--- src/rtl/scsf_pkg.sv ---
// Package: shared types and helpers for the smart card status flag unit.
// Assumes the mode bits are stable for the duration of a transmission.
package scsf_pkg;

    typedef enum logic [1:0] {
        SCSF_MODE_STD   = 2'd0,
        SCSF_MODE_BLOCK = 2'd1,
        SCSF_MODE_GUARD = 2'd2
    } scsf_mode_e;

    // Map the guard and block bits to a transmit timing mode.
    function automatic scsf_mode_e scsf_decode_mode(input logic guard_bit, input logic block_bit);
        if (guard_bit)
            return SCSF_MODE_GUARD;
        else if (block_bit)
            return SCSF_MODE_BLOCK;
        else
            return SCSF_MODE_STD;
    endfunction

endpackage

--- src/rtl/scsf_arm_bit.sv ---
// Module: records that software has read a flag as 1.
// Assumes rd and wr are single-cycle bus strobes; a write disarms first.
module scsf_arm_bit (
    input  logic clk,
    input  logic rst_n,
    input  logic rd,
    input  logic wr,
    input  logic flag_val,
    output logic armed
);

    // Arm on a read that sees 1, disarm on any write.
    always_ff @(posedge clk) begin
        if (!rst_n)
            armed <= 1'b0;
        else if (wr)
            armed <= 1'b0;
        else if (rd && flag_val)
            armed <= 1'b1;
    end

    assert_disarm_on_write_R11: assert property (@(posedge clk) disable iff (!rst_n)
        wr |=> !armed);
    assert_arm_on_read_R11: assert property (@(posedge clk) disable iff (!rst_n)
        (rd && flag_val && !wr) |=> armed);

endmodule

--- src/rtl/scsf_perr_flag.sv ---
// Module: parity-error flag with read-1-then-write-0 clearing.
// Assumes parity_pulse lasts one cycle per bad character; set beats clear.
module scsf_perr_flag (
    input  logic clk,
    input  logic rst_n,
    input  logic parity_pulse,
    input  logic sw_clear,
    output logic flag
);

    // Hold the parity-error state; hardware set takes priority.
    always_ff @(posedge clk) begin
        if (!rst_n)
            flag <= 1'b0;
        else if (parity_pulse)
            flag <= 1'b1;
        else if (sw_clear)
            flag <= 1'b0;
    end

    assert_set_on_pulse_R1: assert property (@(posedge clk) disable iff (!rst_n)
        parity_pulse |=> flag);
    assert_only_clear_path_R3: assert property (@(posedge clk) disable iff (!rst_n)
        (flag && !sw_clear) |=> flag);

endmodule

--- src/rtl/scsf_tend_timer.sv ---
// Module: counts half-etu ticks from a transmission start up to a mode target.
// Assumes one tick per half etu; start restarts the count and wins over a tick.
module scsf_tend_timer
    import scsf_pkg::*;
#(
    parameter int TICKS_STD   = 25,
    parameter int TICKS_BLOCK = 23,
    parameter int TICKS_GUARD = 22
) (
    input  logic clk,
    input  logic rst_n,
    input  logic start,
    input  logic tick,
    input  logic guard_bit,
    input  logic block_bit,
    output logic interval_hit
);

    localparam int MAX_A   = (TICKS_STD > TICKS_BLOCK) ? TICKS_STD : TICKS_BLOCK;
    localparam int MAX_T   = (MAX_A > TICKS_GUARD) ? MAX_A : TICKS_GUARD;
    localparam int CNT_W   = $clog2(MAX_T + 1);

    logic [CNT_W-1:0] cnt;
    logic [CNT_W-1:0] cnt_inc;
    logic [CNT_W-1:0] target;
    logic             running;
    scsf_mode_e       mode;

    // Select the target count for the current mode.
    always_comb begin
        mode = scsf_decode_mode(guard_bit, block_bit);
        case (mode)
            SCSF_MODE_GUARD: target = CNT_W'(TICKS_GUARD);
            SCSF_MODE_BLOCK: target = CNT_W'(TICKS_BLOCK);
            default:         target = CNT_W'(TICKS_STD);
        endcase
    end

    assign cnt_inc      = cnt + CNT_W'(1);
    assign interval_hit = running && tick && !start && (cnt_inc == target);

    // Advance the tick count while a transmission interval is open.
    always_ff @(posedge clk) begin
        if (!rst_n) begin
            cnt     <= '0;
            running <= 1'b0;
        end else if (start) begin
            cnt     <= '0;
            running <= 1'b1;
        end else if (running && tick) begin
            if (cnt_inc == target) begin
                cnt     <= '0;
                running <= 1'b0;
            end else begin
                cnt <= cnt_inc;
            end
        end
    end

    assert_hit_closes_R5: assert property (@(posedge clk) disable iff (!rst_n)
        interval_hit |=> !running);
    assert_start_opens_R5: assert property (@(posedge clk) disable iff (!rst_n)
        start |=> (running && cnt == '0));

endmodule

--- src/rtl/scsf_tend_flag.sv ---
// Module: transmit-end flag register with set, hold and clear sources.
// Assumes all inputs are synchronous; set sources beat clear sources.
module scsf_tend_flag (
    input  logic clk,
    input  logic rst_n,
    input  logic interval_hit,
    input  logic tx_en,
    input  logic err_sig,
    input  logic tdre,
    input  logic sw_clear,
    input  logic dma_clear,
    output logic flag
);

    logic set_now;

    assign set_now = (!tx_en && !err_sig) || (interval_hit && !err_sig && tdre);

    // Update the transmit-end state with set priority.
    always_ff @(posedge clk) begin
        if (!rst_n)
            flag <= 1'b1;
        else if (set_now)
            flag <= 1'b1;
        else if (sw_clear || dma_clear)
            flag <= 1'b0;
    end

    assert_idle_hold_R7: assert property (@(posedge clk) disable iff (!rst_n)
        (!tx_en && !err_sig) |=> flag);
    assert_rise_needs_no_err_R6: assert property (@(posedge clk) disable iff (!rst_n)
        $rose(flag) |-> $past(!err_sig));
    assert_fall_has_cause_R8: assert property (@(posedge clk) disable iff (!rst_n)
        $fell(flag) |-> $past(sw_clear || dma_clear));

endmodule

--- src/rtl/sc_status_flags.sv ---
// Module: top of the smart card status flag unit. Combines the parity-error
// flag, the transmit-end timer and flag, and the read-armed clear logic.
// Assumes all strobes and pulses are single-cycle and synchronous to clk.
module sc_status_flags #(
    parameter int TICKS_STD   = 25,
    parameter int TICKS_BLOCK = 23,
    parameter int TICKS_GUARD = 22
) (
    input  logic clk,
    input  logic rst_n,
    input  logic stat_rd,
    input  logic stat_wr,
    input  logic wr_perr,
    input  logic wr_tdre,
    input  logic guard_mode,
    input  logic block_mode,
    input  logic rx_en,
    input  logic tx_en,
    input  logic err_sig,
    input  logic tdre,
    input  logic sync_mode,
    input  logic parity_err_pulse,
    input  logic tx_start,
    input  logic dma_tdr_wr,
    input  logic half_etu_tick,
    output logic perr,
    output logic tend,
    output logic rdrf_suppress,
    output logic rx_block,
    output logic tx_block
);

    logic perr_armed;
    logic tdre_armed;
    logic perr_sw_clear;
    logic tdre_sw_clear;
    logic interval_hit;

    scsf_arm_bit u_perr_arm (
        .clk      (clk),
        .rst_n    (rst_n),
        .rd       (stat_rd),
        .wr       (stat_wr),
        .flag_val (perr),
        .armed    (perr_armed)
    );

    scsf_arm_bit u_tdre_arm (
        .clk      (clk),
        .rst_n    (rst_n),
        .rd       (stat_rd),
        .wr       (stat_wr),
        .flag_val (tdre),
        .armed    (tdre_armed)
    );

    assign perr_sw_clear = stat_wr && !wr_perr && perr_armed;
    assign tdre_sw_clear = stat_wr && !wr_tdre && tdre_armed;

    scsf_perr_flag u_perr (
        .clk          (clk),
        .rst_n        (rst_n),
        .parity_pulse (parity_err_pulse),
        .sw_clear     (perr_sw_clear),
        .flag         (perr)
    );

    scsf_tend_timer #(
        .TICKS_STD   (TICKS_STD),
        .TICKS_BLOCK (TICKS_BLOCK),
        .TICKS_GUARD (TICKS_GUARD)
    ) u_timer (
        .clk          (clk),
        .rst_n        (rst_n),
        .start        (tx_start),
        .tick         (half_etu_tick),
        .guard_bit    (guard_mode),
        .block_bit    (block_mode),
        .interval_hit (interval_hit)
    );

    scsf_tend_flag u_tend (
        .clk          (clk),
        .rst_n        (rst_n),
        .interval_hit (interval_hit),
        .tx_en        (tx_en),
        .err_sig      (err_sig),
        .tdre         (tdre),
        .sw_clear     (tdre_sw_clear),
        .dma_clear    (dma_tdr_wr),
        .flag         (tend)
    );

    // Derive the blocking and receive-full hold-off outputs from the flag.
    always_comb begin
        rdrf_suppress = parity_err_pulse || perr;
        rx_block      = perr;
        tx_block      = perr && sync_mode;
    end

    assert_rx_enable_no_effect_R4: assert property (@(posedge clk) disable iff (!rst_n)
        (!rx_en && !parity_err_pulse && !stat_wr) |=> $stable(perr));
    assert_clear_needs_write0_R3: assert property (@(posedge clk) disable iff (!rst_n)
        $fell(perr) |-> $past(stat_wr && !wr_perr));
    assert_dma_clears_R8: assert property (@(posedge clk) disable iff (!rst_n)
        (dma_tdr_wr && tx_en && !interval_hit) |=> !tend);

endmodule

--- config.mk ---
export PLATFORM = sky130hd
export DESIGN_NAME = sc_status_flags
export DESIGN_NICKNAME = d
export VERILOG_FILES = /design/src/rtl/scsf_pkg.sv /design/src/rtl/scsf_arm_bit.sv /design/src/rtl/scsf_perr_flag.sv /design/src/rtl/scsf_tend_timer.sv /design/src/rtl/scsf_tend_flag.sv /design/src/rtl/sc_status_flags.sv
export SDC_FILE = /design/constraint.sdc
export NUM_CORES = 1
export LEC_CHECK = 0
export ABC_AREA = 1
export BUFFER_PORTS_ARGS = -buffer_cell sky130_fd_sc_hd__buf_2
export CAP_MARGIN = 5
export CORE_MARGIN = 1
export CORE_UTILIZATION = 47
export DETAILED_ROUTE_END_ITERATION = 12
export GPL_ROUTABILITY_DRIVEN = 0
export PLACE_DENSITY_LB_ADDON = 0.2
export SLEW_MARGIN = 15
export SYNTH_ARGS = -nofsm -noshare
export SYNTH_HDL_FRONTEND = slang
export SYNTH_HIERARCHICAL = 1
export SYNTH_SLANG_ARGS = --single-unit
--- constraint.sdc ---
create_clock -name clk -period 1.65 [get_ports clk]
set_input_delay 0.2475 -clock clk [delete_from_list [all_inputs] [get_ports clk]]
set_output_delay 0.2475 -clock clk [all_outputs]
set_load 0.01 [all_outputs]
==> impl_metrics.toml, run 1 <==
[run_status]
status = "finished, final reports clean"

[clocking]
cts_resized = 0
clock_latency_ns = 0.27
clk_pin_slew_worst_paths_ns = 0.07
clkSinkCount = 10
cts_buffer_depth = 2
postCtsSetupRepairBufs = 0
cts_tree = "yes"
cts_buffers = 3
h-tree-depth = 1
ctsHoldBuffers = 0
root_buffer = "clkbuf_4"

[pwr]
cellPowerDensity_nw_per_um2 = 700
p_clk_share_pct = 39.1
switching_share_pct = 25.3
vdd_drop_max_uv = 515
seqPwrFrac_pct = 45.4
p_leak_nw = 0.420
p_int_mw = 0.424
combinationalPowerShare_pct = 15.5
p_switching_mw = 0.144
finalPower_mw = 0.568

[floorplanning]
core_um2 = 1280
die_w_um = 39.2
rows = 13
io_pins = 22
initial_core_util_pct = 50.5
dieArea_um2 = 1530
die_h_um = 39.2

[global_route]
grt_pass1_vias = 517
grt_pass1_wl_um = 2010
grt_usage_pct = 20.9
grt_max_degree = 9
grt_antenna_before_repair = 0
gr-total-overflow = 0

[setup_path]
reg2regPathDepth = 10
r2r_setup_slack_ns = 0.19
cp_data_required_time_ns = 1.86
cp_max_fo = 3
cpMostUsedCell = "nand2_1"
crit_arrival_ns = 1.68
slowest_stage = "dfxtp_1"
endpoint_kind = "flip-flop"
max_stage_delay_ns = 0.34
start_kind = "flip-flop"
r2r_start = "u_timer/cnt[1]"
reg2reg_to = "u_tend/flag"
path_cells = "ha_1 > nand3_1 > xnor2_2 > and2_2 > nand2_1 > a21oi_2 > nand2_1 > nand2_1 > nand2_1 > nand3_2"
worst-setup-path-type = "reg2reg"

[yosys]
ys_seq_area_share_pct = 30.8
synth-seq-cells = 10
synth_fp_nets = 123
avgSynthCellArea_um2 = 6.18
syn_area_um2 = 649
synth_cell_types = 16
postSynthCellCount = 105
yosysWarningCount = 6

[route]
wire_per_inst_um = 9.00
ant_nets = 0
drtPass1Iterations = 4
vias = 665
drt_iter0_markers = 24
drcViolationCount = 0
viasPerCell = 4.62
wl_um = 1300

[sta]
period_share_pct = 88.8
slew_headroom_pct = 84.7
setup-tns-final_ns = 0
worst_pin_slew_ns = 0.229
achievable-frequency_mhz = 683
finClkSkew_ns = 0.00642
whs_ns = 0.213
setup_violations = 0
slew_violations = 0
finalHoldViolCount = 0
period_minus_slack_ns = 1.46
rsz0062_at_grt = "no"

[placed_design]
hpwlAfterDp_um = 1020
port_buffers = 20
placed_area_um2 = 768

[min_path]
hp-start = "rst_n"
hp-class = "in2reg"
hold_depth = 2
hold_path_end = "u_tend/flag"

[layout]
design_area_um2 = 812
n_antenna_cell = 0
mostFrequentLayoutCell = "nand2_1"
nets = 148
most-common-layout-cells = "30 x nand2_1, 20 x inv_1, 20 x buf_2, 12 x nor2_1, 10 x dfxtp_1"
final_util_pct = 63.2
drive_above_1_share_pct = 25.6
syn2layout_area_growth_pct = 25.0

[job]
max_cap_violations = 0
routing by layer:
metal / vias up / track usage, % / part of all wire, %
li1: 372 / - / -
met1: 273 / 24.2 / 48
met2: 16 / 30.0 / 43
met3: 4 / 10.4 / 6.3
met4: 0 / 12.9 / 2.6
met5: - / 0 / 0
power groups by stage:
stage	clock network, mW	logic [mW]	registers, mW
6_report	0.222	0.0881	0.258
5_1_grt	0.245	0.101	0.259
4_1_cts	0.230	0.0882	0.258
3_5_place_dp	0	0.0880	0.263
3_3_place_gp	0	0.0858	0.263
2_1_floorplan	0	0.0504	0.264
sequential cells by signal, summed over array words and instances (netlist names):
register and flops:
u_perr/flag 1, u_perr_arm/armed 1, u_tdre_arm/armed 1, u_tend/flag 1
u_timer/cnt 5, u_timer/running 1
cells in the mapped netlist:
| library cell | instances | area share, % |
|---|---|---|
| a21oi_1 | 6 | 4.6 |
| a21oi_2 | 4 | 5.4 |
| and2_2 | 1 | 1.2 |
| buf_4 | 2 | 2.3 |
| dfxtp_1 | 10 | 31 |
| ha_1 | 1 | 1.9 |
| inv_1 | 20 | 12 |
| nand2_1 | 30 | 17 |
| nand3_1 | 5 | 3.9 |
| nand3_2 | 1 | 1.5 |
| nand4_1 | 3 | 2.9 |
| nor2_1 | 12 | 6.9 |
| o21ai_0 | 6 | 4.6 |
| or2_1 | 1 | 0.96 |
| xnor2_1 | 2 | 2.7 |
| xor2_1 | 1 | 1.3 |
stage by stage:
| stage | cells | setup slack (ns) |
|---|---|---|
| 2_1_floorplan | 105 | 0.285 |
| 3_3_place_gp | 140 | 0.205 |
| 3_5_place_dp | 140 | 0.179 |
| 4_1_cts | 144 | 0.150 |
| 5_1_grt | 144 | 0.00499 |
| 6_report | 144 | 0.185 |
area by class of cell:
type / count / area [um^2]
clock buffer: 4 / 36.3
tap: 15 / 18.8
timing repair buffer: 22 / 115
sequential: 10 / 200
multi-input combinational: 73 / 367
fill: 120 / 473
inverter: 20 / 75.1
worst max path at each step:
stage,from,endpoint,slack (ns)
5_1_grt,u_timer/cnt[1],u_tend/flag,0.005
3_5_place_dp,u_timer/cnt[1],u_tend/flag,0.18
3_3_place_gp,u_timer/cnt[1],u_tend/flag,0.21
2_1_floorplan,u_timer/cnt[1],u_tend/flag,0.28
6_report,u_timer/cnt[1],u_tend/flag,0.19
4_1_cts,u_timer/cnt[1],u_tend/flag,0.15
worst max-delay path, delay by kind of cell (launching register included):
family	cells	cell delay, ns
AOI/OAI and AO/OA	1	0.13
xor gates and xnor gates	1	0.16
adders and majority gates	1	0.19
DFF	1	0.34
and+or+nand+nor	7	0.58
cells by family (layout without fill, tap and decap cells):
group / Yosys count / in the layout / synth area share (%)
compound gates: 16 / 16 / 14.6
xor+xnor: 3 / 3 / 4.05
fa+ha+maj: 1 / 1 / 1.93
buf+inv: 22 / 46 / 13.9
flops: 10 / 10 / 30.8
simple gates: 53 / 53 / 34.7
Note: power is estimated with default switching activity, not from simulation.
==> inputs of run 2 (changes only) <==
ABC_AREA = not set   (was 1)
CORE_AREA = 2 2 39 41   (was not set)
CORE_MARGIN = not set   (was 1)
CORE_UTILIZATION = not set   (was 47)
DIE_AREA = 0 0 41 43   (was not set)
GPL_TIMING_DRIVEN = 0   (was not set)
==> run 2 against run 1 <==
Against the previous run: the flow now finishes with violations (negative setup slack); via count decreased by 11%; highest routed layer unchanged; fmax shrank 14%; routed wire length rose by 7.4%.
==> impl_metrics.toml, run 2 <==
[run_status]
status = "finished with violations"
violations = "negative setup slack"

[yosys]
synthFlopType = "dfxtp_1"
synth.top_cell.area_share_pct = 33.7
ys_seq_area_share_pct = 33.7
yosys.cell_count.top_type = "dfxtp_1"
yosysWarningCount = 6
synth_edf_count = 0
synth_fp_nets = 80
async_flop_share_pct = 0
yosys-top-cells-count = "10 x dfxtp_1, 4 x nand2_1, 4 x nand3_1"
postSynthCellCount = 62
synth_top_area_cell = "dfxtp_1"
syn_area_um2 = 594
avgSynthCellArea_um2 = 9.59
synthTopCellsByArea = "dfxtp_1 34%, nand2b_4 4.6%, and3b_1 4.4%"
synth-seq-cells = 10
synth_cell_types = 34

[global_route]
grt_usage_pct = 20.0
grt_pass1_vias = 565
gr-total-overflow = 0
grt_max_degree = 7
grt_antenna_before_repair = 0
grt_pass1_wl_um = 2310

[placed_design]
placed_cells = 98
hpwlAfterDp_um = 932
placed_area_um2 = 726
port_buffers = 20

[layout]
drive_above_1_share_pct = 55.9
most-common-layout-cells = "20 x buf_2, 7 x buf_4, 7 x dfxtp_1, 4 x nand3_1, 4 x nand2_1"
largest-register = "u_timer/cnt"
mostFrequentLayoutCell = "buf_2"
final_util_pct = 62.1
nets = 112
syn2layout_area_growth_pct = 44.6
design_area_um2 = 860
final_cells = 109
n_antenna_cell = 0
largest_register_ffs = 5

[route]
wl_um = 1390
drt_iter0_markers = 8
viasPerCell = 5.43
drcViolationCount = 0
wire_per_inst_um = 12.8
ant_nets = 0
drtPass1Iterations = 4
vias = 592

[job]
max_cap_violations = 0

[clocking]
cts_buffer_depth = 2
clkSinkCount = 10
root_buffer = "clkbuf_4"
ctsHoldBuffers = 0
clock_latency_ns = 0.27
h-tree-depth = 1
cts_buffers = 3
clk_pin_slew_worst_paths_ns = 0.06
cts_tree = "yes"

[setup_path]
endpoint_kind = "flip-flop"
start_kind = "flip-flop"
max_stage_delay_ns = 0.35
crit_arrival_ns = 1.85
critPathBufInv = 1
worst-setup-path-type = "reg2reg"
crit_family = "compound AO/OA/AOI/OAI gates"
slowest_stage = "dfxtp_4"
path_cells = "ha_4 > nand2b_4 > o32ai_2 > a32o_2 > nand2_2 > buf_6 > a32o_2"
cpMostUsedCell = "a32o_2"
cp_max_fo = 4
cp_data_required_time_ns = 1.80

[sta]
slew_headroom_pct = 71.9
slew_violations = 0
worst_pin_slew_ns = 0.418
finClkSkew_ns = 0.00558
finalHoldViolCount = 0
setup-tns-final_ns = -0.0686
period_share_pct = 103
achievable-frequency_mhz = 587
rsz0062_at_grt = "yes"
fin_ws_ns = -0.0538
whs_ns = 0.196
period_minus_slack_ns = 1.70
setup_violations = 3

[min_path]
hp-class = "in2reg"

[pwr]
p_leak_nw = 0.388
vdd_drop_max_uv = 499
cellPowerDensity_nw_per_um2 = 651

[floorplanning]
die_w_um = 41
dieArea_um2 = 1760
io_pins = 22
core_um2 = 1380
initial_core_util_pct = 42.9
die_h_um = 43
rows = 14
==> run 2: per-stage QoR <==
| step | setup WS [ns] | total power, mW |
|---|---|---|
| floorplan | 0.0125 | 0.299 |
| global placement | -0.195 | 0.334 |
| detailed placement | -0.195 | 0.335 |
| CTS | -0.0490 | 0.565 |
| global route | -0.130 | 0.586 |
| finish | -0.0538 | 0.559 |
==> run 2: path summary, 6_finish.rpt <==
check / from / to / slack [ns] / cells after the start
setup / recovery: u_timer/cnt[0] / u_timer/cnt[1] / -0.05 / 7
hold / removal: stat_wr / u_perr_arm/armed / 0.20 / 2
setup reg to reg: u_timer/cnt[0] / u_timer/cnt[1] / -0.05 / 7
hold reg to reg: u_tend/flag / u_tend/flag / 0.53 / 2
==> run 2: layout make-up <==
cell class,count,area [um^2]
fillers,120,524
multi-input cells,50,429
flip-flops and latches,10,206
repair buffers,27,156
clock buffers,4,36.3
well taps,16,20.0
plain buffers,1,7.51
inverters,1,3.75
==> run 2: cells by family (layout without fill, tap and decap cells) <==
kind of cell,Yosys count,count (layout),synth area share (%)
adders and majority gates,1,1,2.10
xor gates and xnor gates,3,3,4.42
and+or+nand+nor,28,28,32.6
buffers and inverters,2,33,1.89
AOI/OAI and AO/OA,17,17,23.6
DFF,10,10,33.7
muxes,1,1,1.68
==> run 2: worst reg2reg max path: cells and delay by family, from the launching register on <==
family | cells | cell delay [ns]
fa+ha+maj | 1 | 0.17
simple gates | 2 | 0.22
compound gates | 3 | 0.71
buf+inv | 1 | 0.15
flops | 1 | 0.35
==> run 2: layer usage <==
layer | part of all wire, % | vias up | global-route usage, %
met4 | 3.7 | 0 | 17.3
met2 | 51 | 16 | 28.4
met1 | 41 | 271 | 22.7
li1 | - | 299 | -
met3 | 3.9 | 6 | 6.28
met5 | 0 | - | 0
==> run 2: timing repair <==
| item | 4_1_cts | 5_1_grt |
|---|---|---|
| gates resized for setup | 5 | 5 |
| setup buffers | 6 | 1 |
| pin swaps | 9 | 4 |
| cloned | 0 | 0 |
| endpoints found under the setup margin | 3 | 6 |
==> run 2: where the power goes <==
part	switching [mW]	leakage [nW]	internal, mW	total, mW
logic	0.0373	0.283	0.0444	0.0817
registers	0.00740	0.0835	0.248	0.255
clock network	0.0882	0.0210	0.134	0.222
==> inputs of run 3 (changes only) <==
CTS_CLUSTER_SIZE = 24   (was not set)
clock period = 2.1 ns   (was 1.65 ns; I/O delays follow)
==> run 3 against run 2 <==
Against the previous run: the run now ends clean; global-route usage is 4.0 points lower; critical path type unchanged; sequential share of layout area is 3.3 points higher; die area stayed put; core utilization is 8.8 points lower; largest cell class unchanged; count of clock-buffer cells in the layout is 1 lower.
==> impl_metrics.toml, run 3 (synthesis gave the netlist of run 2 again) <==
[clocking]
clkSinkCount = 10
clk_pin_slew_worst_paths_ns = 0.06
root_buffer = "clkbuf_4"
cts_buffers = 3
clock_latency_ns = 0.26
h-tree-depth = 1
ctsHoldBuffers = 0
postCtsSetupRepairBufs = 0
cts_buffer_depth = 2
cts_tree = "yes"
cts_resized = 0

[layout]
mostFrequentLayoutCell = "buf_2"
nFillCells = 132
largest-register = "u_timer/cnt"
nets = 105
n_antenna_cell = 0
multi_input_area_um2 = 383
regArea_um2 = 201
largest_register_ffs = 5
drive_above_1_share_pct = 42.4
syn2layout_area_growth_pct = 24.2
most-common-layout-cells = "20 x buf_2, 9 x dfxtp_1, 4 x nand3_1, 4 x nand2_1"

[route]
ant_nets = 0
viasPerCell = 5.40
vias = 545
drt_iter0_markers = 6
wire_per_inst_um = 12.1
wl_um = 1220
drtPass1Iterations = 4
drcViolationCount = 0

[global_route]
grt_antenna_before_repair = 0
grt_pass1_vias = 465
grt_max_degree = 10
grt_pass1_wl_um = 1920
gr-total-overflow = 0
grt_usage_pct = 16.0

[setup_path]
worst-setup-path-type = "reg2reg"
crit_start = "u_timer/cnt[0]"
endpoint_kind = "flip-flop"
start_kind = "flip-flop"
crit_arrival_ns = 2.07
cp_data_required_time_ns = 2.29
cp_max_fo = 9
r2r_start = "u_timer/cnt[0]"

[min_path]
hp-class = "in2reg"
hp-start = "err_sig"

[sta]
rsz0062_at_grt = "no"
period_minus_slack_ns = 1.88
worst_pin_slew_ns = 0.390
setup-tns-final_ns = 0
finalHoldViolCount = 0
slew_headroom_pct = 73.8
period_share_pct = 89.7
finClkSkew_ns = 0.000699
setup_violations = 0
slew_violations = 0
achievable-frequency_mhz = 531

[floorplanning]
die_w_um = 41
die_h_um = 43
core_um2 = 1380
dieArea_um2 = 1760
rows = 14
initial_core_util_pct = 42.9
io_pins = 22

[placed_design]
port_buffers = 20
hpwlAfterDp_um = 934

[pwr]
cellPowerDensity_nw_per_um2 = 528
finalPower_mw = 0.390
vdd_drop_max_uv = 244
p_leak_nw = 0.324

[job]
max_cap_violations = 0

[run_status]
status = "finished, final reports clean"
==> run 3: changes by cell type in the layout (fill, tap and decap cells not counted), sizes merged <==
cell    delta
clkbuf     -1
buf        -7
==> run 3: worst paths after layout <==
| kind | end | slack [ns] | cells past startpoint |
|---|---|---|---|
| min | u_tend/flag | 0.27 | 2 |
| max | u_tend/flag | 0.22 | 8 |
| max reg2reg | u_tend/flag | 0.22 | 8 |
| min reg2reg | u_timer/cnt[2] | 0.53 | 1 |
==> run 3: cell type report <==
type | count | area share, %
multi-input cells | 50 | 51.9
flip-flops and latches | 10 | 27.3
repair buffers | 20 | 13.6
clock buffers | 3 | 3.05
well taps | 16 | 2.71
plain buffers | 1 | 1.02
inverters | 1 | 0.508
==> run 3: stage by stage <==
stage | area [um^2] | setup WS [ns] | util [%] | hold WS [ns] | std cells
CTS | 737 | 0.140 | 53.3 | 0.263 | 101
finish | 738 | 0.217 | 53.3 | 0.269 | 101
global route | 738 | 0.0860 | 53.3 | 0.273 | 101
floorplan | 594 | 0.359 | - | 0.381 | 62
detailed placement | 714 | 0.157 | 51.6 | 0.500 | 98
global placement | 714 | 0.144 | 51.6 | 0.497 | 98
==> run 3: critical path: stages, from the launching register on <==
cell and delay [ns]:
dfxtp_2 0.36, ha_1 0.34, nor4_1 0.15, and3_1 0.21, a32o_2 0.19, nand2_2 0.08, nor3_1 0.23, a21boi_2 0.09
o221ai_2 0.15
==> run 3: where the power goes <==
group	total (mW)	switching, mW	internal, mW
Sequential	0.202	0.00660	0.196
Combinational	0.0576	0.0262	0.0314
Clock	0.130	0.0637	0.0662
Total	0.390	0.0965	0.293
==> run 3: per-layer routing <==
metal	up-vias	wire, um	GRT usage [%]
met2	12	556	19.7
met3	2	52	3.14
met4	0	9	10.0
met1	253	601	24.5
li1	278	-	-
met5	-	0	0
